## src/rtl/tcam_pkg.sv

```systemverilog
package tcam_pkg;
  typedef enum logic [1:0] {
    TRIT_ANY  = 2'b00,
    TRIT_ZERO = 2'b01,
    TRIT_ONE  = 2'b10,
    TRIT_VOID = 2'b11
  } trit_e;

  function automatic logic trit_accepts(input trit_e t, input logic kbit);
    case (t)
      TRIT_ANY:  return 1'b1;
      TRIT_ZERO: return ~kbit;
      TRIT_ONE:  return kbit;
      default:   return 1'b0;
    endcase
  endfunction
endpackage

```

## src/rtl/tcam_entry_store.sv

```systemverilog
module tcam_entry_store #(
  parameter int N  = 8,
  parameter int W  = 8,
  parameter int RW = 4,
  localparam int IW = (N > 1) ? $clog2(N) : 1,
  localparam int CW = 2 * W
) (
  input  logic            clk,
  input  logic            rst,
  input  logic            wr_en,
  input  logic [IW-1:0]   wr_idx,
  input  logic [CW-1:0]   wr_code,
  input  logic [RW-1:0]   wr_result,
  output logic [N*CW-1:0] code_flat,
  output logic [N*RW-1:0] result_flat
);
  logic [CW-1:0] code_q [N];
  logic [RW-1:0] res_q  [N];

  always_ff @(posedge clk) begin
    if (rst) begin
      for (int i = 0; i < N; i++) begin
        code_q[i] <= '1;
        res_q[i]  <= '0;
      end
    end else if (wr_en && (int'(wr_idx) < N)) begin
      code_q[wr_idx] <= wr_code;
      res_q[wr_idx]  <= wr_result;
    end
  end

  for (genvar g = 0; g < N; g++) begin : g_flat
    assign code_flat[g*CW +: CW]   = code_q[g];
    assign result_flat[g*RW +: RW] = res_q[g];
  end

  // a write has landed in the entry by the following cycle
  p_write_lands_r8: assert property (@(posedge clk) disable iff (rst)
    (!$past(rst) && $past(wr_en)) |->
      (code_flat[$past(wr_idx)*CW +: CW] == $past(wr_code)));
endmodule

```

## src/rtl/tcam_row_match.sv

```systemverilog
module tcam_row_match
  import tcam_pkg::*;
#(
  parameter int W = 8,
  localparam int CW = 2 * W
) (
  input  logic [CW-1:0] code,
  input  logic [W-1:0]  key,
  output logic          match
);
  logic [W-1:0] pos_ok;

  for (genvar i = 0; i < W; i++) begin : g_pos
    assign pos_ok[i] = trit_accepts(trit_e'(code[2*i +: 2]), key[i]);
  end

  // match line stays high only if no position pulls it low
  assign match = &pos_ok;
endmodule

```

## src/rtl/tcam_prio_enc.sv

```systemverilog
module tcam_prio_enc #(
  parameter int N = 8,
  localparam int IW = (N > 1) ? $clog2(N) : 1
) (
  input  logic [N-1:0]  req,
  output logic          any,
  output logic [IW-1:0] idx
);
  always_comb begin
    idx = '0;
    for (int i = N - 1; i >= 0; i--) begin
      if (req[i]) idx = IW'(i);
    end
  end

  assign any = |req;
endmodule

```

## src/rtl/tcam_lookup.sv

```systemverilog
module tcam_lookup #(
  parameter int N  = 8,
  parameter int W  = 8,
  parameter int RW = 4,
  localparam int IW = (N > 1) ? $clog2(N) : 1,
  localparam int CW = 2 * W
) (
  input  logic          clk,
  input  logic          rst,
  input  logic          wr_en,
  input  logic [IW-1:0] wr_idx,
  input  logic [CW-1:0] wr_code,
  input  logic [RW-1:0] wr_result,
  input  logic [W-1:0]  key,
  output logic          hit_o,
  output logic [IW-1:0] hit_idx_o,
  output logic [RW-1:0] hit_result_o
);
  logic [N*CW-1:0] code_flat;
  logic [N*RW-1:0] res_flat;
  logic [N-1:0]    row_match;
  logic            win_any;
  logic [IW-1:0]   win_idx;
  logic [RW-1:0]   win_res;

  tcam_entry_store #(.N(N), .W(W), .RW(RW)) u_store (
    .clk(clk), .rst(rst), .wr_en(wr_en), .wr_idx(wr_idx),
    .wr_code(wr_code), .wr_result(wr_result),
    .code_flat(code_flat), .result_flat(res_flat)
  );

  for (genvar e = 0; e < N; e++) begin : g_row
    tcam_row_match #(.W(W)) u_row (
      .code(code_flat[e*CW +: CW]), .key(key), .match(row_match[e])
    );
  end

  tcam_prio_enc #(.N(N)) u_prio (
    .req(row_match), .any(win_any), .idx(win_idx)
  );

  assign win_res = res_flat[win_idx*RW +: RW];

  always_ff @(posedge clk) begin
    if (rst) begin
      hit_o        <= 1'b0;
      hit_idx_o    <= '0;
      hit_result_o <= '0;
    end else begin
      hit_o        <= win_any;
      hit_idx_o    <= win_any ? win_idx : '0;
      hit_result_o <= win_any ? win_res : '0;
    end
  end

  // a miss drives zero on index and result
  p_miss_zero_r9: assert property (@(posedge clk) disable iff (rst)
    !hit_o |-> (hit_idx_o == '0 && hit_result_o == '0));

  // hit flag reflects the match lines of the previous cycle
  p_hit_follows_r8: assert property (@(posedge clk) disable iff (rst)
    !$past(rst) |-> (hit_o == (|$past(row_match))));

  // reported entry matched and no lower entry matched
  p_lowest_wins_r6: assert property (@(posedge clk) disable iff (rst)
    (!$past(rst) && hit_o) |->
      ((($past(row_match) >> hit_idx_o) & N'(1)) == N'(1) &&
       ($past(row_match) & ((N'(1) << hit_idx_o) - N'(1))) == '0));

  // reported result is the one stored with the reported entry
  p_result_pairs_r7: assert property (@(posedge clk) disable iff (rst)
    (!$past(rst) && hit_o) |->
      (hit_result_o == RW'($past(res_flat) >> (hit_idx_o * RW))));
endmodule

```

## config.mk

```make
export PLATFORM = sky130hd
export DESIGN_NAME = tcam_lookup
export DESIGN_NICKNAME = d
export VERILOG_FILES = /design/src/rtl/tcam_pkg.sv /design/src/rtl/tcam_entry_store.sv /design/src/rtl/tcam_row_match.sv /design/src/rtl/tcam_prio_enc.sv /design/src/rtl/tcam_lookup.sv
export SDC_FILE = /design/constraint.sdc
export NUM_CORES = 1
export LEC_CHECK = 0
export BUFFER_PORTS_ARGS = -buffer_cell sky130_fd_sc_hd__buf_2
export CAP_MARGIN = 20
export CORE_MARGIN = 2
export CORE_UTILIZATION = 45
export CTS_CLUSTER_DIAMETER = 200
export DETAILED_ROUTE_END_ITERATION = 16
export PLACE_DENSITY_LB_ADDON = 0.2
export SLEW_MARGIN = 20
export SYNTH_ARGS = -nofsm -noshare
export SYNTH_HDL_FRONTEND = slang
export SYNTH_SLANG_ARGS = --single-unit
```

## constraint.sdc

```tcl
create_clock -name clk -period 2.9 [get_ports clk]
set_input_delay 0 -clock clk [delete_from_list [all_inputs] [get_ports clk]]
set_output_delay 0 -clock clk [all_outputs]
set_load 0.01 [all_outputs]
```

==> results.ini, run 1 <==
[outcome]
status=completed

[critical_path]
path_cells=mux2i_1, nand4_1, or2_0, and2_1, a21boi_2, buf_4, mux2i_1, mux2_4, o21ai_1
crit_top_cell=mux2i_1
cp_max_fo=17
critical_path.max_stage_delay_ns=0.36
crit_slowest_cell=edfxtp_1
critPathKind=reg2reg
cp.required_ns=3.26
end_kind=flip-flop
start_kind=flip-flop
arrival_ns=2.59

[place]
port_buffers=41
gp_congestion=0.8282
post-place-ws_ns=0.6428
post-dp-hpwl_microns=11550

[synth]
synth_edf_count=160
ys.flop_type=edfxtp_1
syn-cell-area_sq_um=7491
synth_top_area_frac=0.6414
ys_top_cells_by_count=edfxtp_1, or3_1, mux2i_1
yosys.cell_count.top_type=edfxtp_1
yosysTopAreaCell=edfxtp_1
synth_top_cells_by_area=edfxtp_1, mux2i_1, or3_1, nand2b_1, dfxtp_1
synth_nets=560
avgSynthCellArea_sq_um=14.24
yosysWarnings=0
ys_seq_elements=168
yosysSeqAreaShare=0.6628
synth_cell_types=37
syn_inst=526
ys_async_sr_fraction=0

[pwr]
total_leakage_power_nw=2.984
p_per_area_nw_per_um2=640.4
irDropWorstVdd_mv=0.4243

[timing]
min_period_ns=2.231
slew_viol_final=0
timing.fmax_ghz=0.4482
finalSetupTns_ns=0
finalClockSkew_ns=0.01180
period_share=0.7694
hold_violations=0
setup_viol=0
worst_pin_slew_ns=0.5904
fin_ws_ns=0.6689
rsz0062_at_grt=false
slew_headroom=0.6052

[global_route]
grt_pass1_vias=4633
grt_max_degree=50
grtUsageTotal=0.2053
antenna_found_initial=0
grt_pass1_wl_microns=26740
overflow=0

[flow_run]
cap_violations=0

[drt]
vias=4462
route.detailed.drc=0
wire_per_inst_microns=20.98
routed_via_density=5.482
drt_wl_total_microns=17080
drt_iter0_drc=319
drtAntennaViolNets=0
firstDrtPassIters=5

[floorplan]
initial_core_util=0.4566
dieArea_sq_um=17690
io_pins=42
core_sq_um=16410
fp.dieW_microns=133.0
num_rows=47
dieHeight_microns=133.0

[clocking]
clockBufferDepth=2
clkTransAtPathRegs_ns=0.06
numCtsBuffers=17
cts-resized-gates=0
cts-root-buf=clkbuf_16
cts_htree_levels=4
tritoncts=built
clkLatencyLatePin_ns=0.43
clock-sinks=168

[finish]
drive_gt1_frac=0.1818
area_growth_pct=15.68
seq_area_sq_um=4965
antenna_cells=0
nNetsFinal=615
multi_input_area_sq_um=2298
fillCellCount=1399

[min_path]
holdCritPathClass=in2reg

[where the power goes]
part,switching (mW),internal [mW],leakage [nW]
Clock,0.904,1.44,0.284
Sequential,0.0397,2.80,1.65
Combinational,0.236,0.132,1.05
Total,1.18,4.37,2.98
[area by class of cell]
class                           instances  share of cell area
Timing Repair Buffer                   75             0.05718
Multi-Input combinational cell        314              0.2652
Clock buffer                           20             0.05039
Tap cell                              220             0.03176
Inverter                                5            0.002166
Clock inverter                         12             0.02036
Sequential cell                       168              0.5729
[what timing repair did]
item | 4_1_cts | 5_1_grt
setup buffers | 0 | 0
hold buffers | 14 | 0
hold endpoints to repair | 92 | 0
setup endpoints to repair | 0 | 0
[metal layers]
metal,wire [microns],part of all wire,track usage
met1,7735,0.45,0.2807
met2,8320,0.49,0.3198
met3,855,0.050,0.05287
met4,165,0.0097,0.07288
met5,0,0,0
[cell usage in the layout (no fill, tap or decap), types with 8 or more instances in the layout]
| master | synthesis | final |
|---|---|---|
| or3_1 | 98 | 98 |
| dlygate4sd3_1 | 0 | 14 |
| nand4_1 | 12 | 12 |
| buf_4 | 1 | 20 |
| nor3_1 | 18 | 16 |
| nand2b_1 | 38 | 38 |
| nor2_1 | 21 | 21 |
| clkbuf_16 | 0 | 17 |
| edfxtp_1 | 160 | 160 |
| dfxtp_1 | 8 | 8 |
| buf_2 | 0 | 41 |
| mux2i_1 | 80 | 80 |
[critical path, delay by kind of cell (launching register included)]
family / cells / cell delay, ns
AOI/OAI and AO/OA: 2 / 0.26
buffers and inverters: 1 / 0.23
muxes: 3 / 0.60
and+or+nand+nor: 3 / 0.70
DFF: 1 / 0.36
[logic make-up after synthesis]
logic type      count (synthesis)  share of synthesized area
compound gates                 19                    0.02105
buf+inv                        44                    0.03374
flops                         168                     0.6628
mux                            84                     0.1149
simple gates                  211                     0.1675
[metrics by stage]
stage	power, mW	instances	hold slack, ns	instance area (sq um)	utilization
finish	5.549	814	0.008283	8666	0.5282
global route	5.734	814	0.01812	8666	0.5282
CTS	5.591	814	0.004063	8666	0.5282
detailed placement	3.246	768	0.4013	7913	0.4823
global placement	3.236	768	0.4002	7913	0.4823
floorplan	3.093	526	0.1778	7491	-
[final timing paths]
check / to / from / cells past startpoint / slack, ns
worst max register to register: hit_result_o[3]$_SDFF_PP0_ / u_store.code_q[1][4]$_SDFFCE_PN1P_ / 9 / 0.67
worst min register to register: hit_result_o[2]$_SDFF_PP0_ / u_store.res_q[4][2]$_SDFFCE_PN0P_ / 3 / 0.64
worst max-delay path: hit_result_o[3]$_SDFF_PP0_ / u_store.code_q[1][4]$_SDFFCE_PN1P_ / 9 / 0.67
worst min-delay path: u_store.code_q[1][4]$_SDFFCE_PN1P_ / wr_code[4] / 2 / 0.008
[flip-flops by register name (all words and copies together) (netlist names)]
register and flops:
hit_result_o 4, hit_o 1, u_store.code_q 128, u_store.res_q 32, hit_idx_o 3
(Power assumes the default switching activity.)
==> inputs of run 2 (changes only) <==
clock period = 2.2 ns   (was 2.9 ns; I/O delays follow)
==> run 2 against run 1 <==
Total power grew 27%. Die area is the same. Cell area grew 0.68%. Critical path depth is the same. Largest cell class unchanged. Clock skew shrank 0.0036 ns. The run now ends with hold timing left. Count of clock-buffer cells in the layout grew 1. Sequential power grew 32%. Critical path type unchanged. Sequential cell count is the same. Core utilization grew 0.36 points. Non-clock buffer count grew 7.
==> results.ini, run 2 (synthesis results as in run 1) <==
[outcome]
status=finished with violations
violations=hold timing

[global_route]
antenna_found_initial=0
grt_pass1_wl_microns=27410
grtUsageTotal=0.2124
overflow=0
grt_max_degree=40
grt_pass1_vias=4656

[critical_path]
cp.required_ns=2.52
end_kind=flip-flop
path_delay_family=simple AND/OR/NAND/NOR gates
r2r-start=u_store.code_q[3][7]$_SDFFCE_PN1P_
arrival_ns=2.41
path_depth=9
critical_path.max_stage_delay_ns=0.36
start_kind=flip-flop
rrSetupSlack_ns=0.11
path_cells=mux2i_1, nand4_1, nor2_1, nor2_1, a21boi_2, buf_12, mux2i_1, o22a_1, o21ai_1
crit_buf_inv=1
cp_max_fo=17
timing.rr.end=hit_result_o[1]$_SDFF_PP0_
rr_worst_depth=9
crit_slowest_cell=edfxtp_1
critPathKind=reg2reg

[pwr]
irDropWorstVdd_mv=0.5444
power_frac_comb=0.073
p_sw_frac=0.2175
internal-power_mw=5.530
switchingPower_mw=1.537
clkPwrFrac=0.398
total_leakage_power_nw=3.020
p_per_area_nw_per_um2=810.1
seq_power_share=0.529

[clocking]
cts_setup_buffers=0
clkTransAtPathRegs_ns=0.06
cts-root-buf=clkbuf_16
tritoncts=built
numCtsBuffers=17
cts_htree_levels=4
clock-sinks=168
clkLatencyLatePin_ns=0.43
clockBufferDepth=2

[min_path]
whs_path_depth=2
worstHoldEndpoint=u_store.code_q[0][10]$_SDFFCE_PN1P_
worstHoldStart=wr_code[10]
holdCritPathClass=in2reg

[timing]
min_period_ns=2.093
rsz0062_at_grt=true
fin_ws_ns=0.1067
period_share=0.9515
slew_headroom=0.6835
whs_ns=-0.001097
hold_violations=1
worst_pin_slew_ns=0.4745
timing.fmax_ghz=0.4777
setup_viol=0
slew_viol_final=0
finalSetupTns_ns=0
finalClockSkew_ns=0.008185

[floorplan]
io_pins=42
num_rows=47
initial_core_util=0.4566
dieArea_sq_um=17690
fp.dieW_microns=133.0
dieHeight_microns=133.0
core_sq_um=16410

[place]
post-place-ws_ns=0.04248
post-dp-hpwl_microns=11860
port_buffers=41
place_inst=781
place_area_sq_um=8085
gp_congestion=0.8183

[drt]
drt_wl_total_microns=17410
routed_via_density=5.512
firstDrtPassIters=5
drtAntennaViolNets=0
route.detailed.drc=0
vias=4520
drt_iter0_drc=464
wire_per_inst_microns=21.23

[finish]
final_cells=820
area_growth_pct=16.47
top_regs=u_store.code_q: 128 flops, u_store.res_q: 32 flops, hit_result_o: 4 flops
top_register=u_store.code_q
seq_area_sq_um=4965
largest_reg_flops=128
multi_input_area_sq_um=2312
fillCellCount=1355
antenna_cells=0
nNetsFinal=622
drive_gt1_frac=0.2000
layout_commonest_cell=edfxtp_1
fin_area_sq_um=8725
layout_common_cells=edfxtp_1, or3_1, mux2i_1, buf_2, nand2b_1

[flow_run]
cap_violations=0

run 2: worst max-delay path by stage:
stage | start | to | slack (ns)
6_report | u_store.code_q[3][7]$_SDFFCE_PN1P_ | hit_result_o[1]$_SDFF_PP0_ | 0.11
5_1_grt | u_store.code_q[7][14]$_SDFFCE_PN1P_ | hit_result_o[0]$_SDFF_PP0_ | -0.05
4_1_cts | u_store.code_q[6][1]$_SDFFCE_PN1P_ | hit_result_o[1]$_SDFF_PP0_ | 0.03
3_5_place_dp | key[3] | hit_result_o[1]$_SDFF_PP0_ | 0.04
3_3_place_gp | key[0] | hit_result_o[3]$_SDFF_PP0_ | 0.03
2_1_floorplan | rst | u_store.code_q[3][0]$_SDFFCE_PN1P_ | 0.09
run 2: repair_timing:
action                                 in CTS  in global routing
setup endpoints to repair                   0                  4
resized for setup                           0                  4
endpoints found under the hold margin      50                  0
hold buffers                                8                  0
run 2: layout make-up:
cell class / count / area share
clock buffer: 21 / 0.05048
timing repair buffer: 82 / 0.06970
inverter: 5 / 0.002151
clock inverter: 10 / 0.01205
multi-input combinational: 314 / 0.2650
sequential: 168 / 0.5691
tap: 220 / 0.03155
run 2: per-stage QoR:
stage          total power [mW]  utilization  hold slack, ns
2_1_floorplan             4.077            -          0.1778
3_3_place_gp              4.299       0.4928          0.3982
3_5_place_dp              4.313       0.4928          0.3920
4_1_cts                   7.093       0.5309       0.0008849
5_1_grt                   7.284       0.5318        0.006708
6_report                  7.067       0.5318       -0.001097
run 2: power groups by stage:
stage	sequential, mW	combinational, mW	clock [mW]
2_1_floorplan	3.79	0.284	0
3_3_place_gp	3.80	0.495	0
3_5_place_dp	3.81	0.504	0
4_1_cts	3.74	0.516	2.83
5_1_grt	3.76	0.557	2.97
6_report	3.74	0.515	2.81
run 2: routing by layer:
layer	up-vias	track usage	wire length, microns	part of all wire
met5	-	0	0	0
met1	2269	0.2903	7702	0.44
li1	2110	-	-	-
met2	120	0.3402	8409	0.48
met3	21	0.04559	964	0.055
met4	0	0.07049	331	0.019
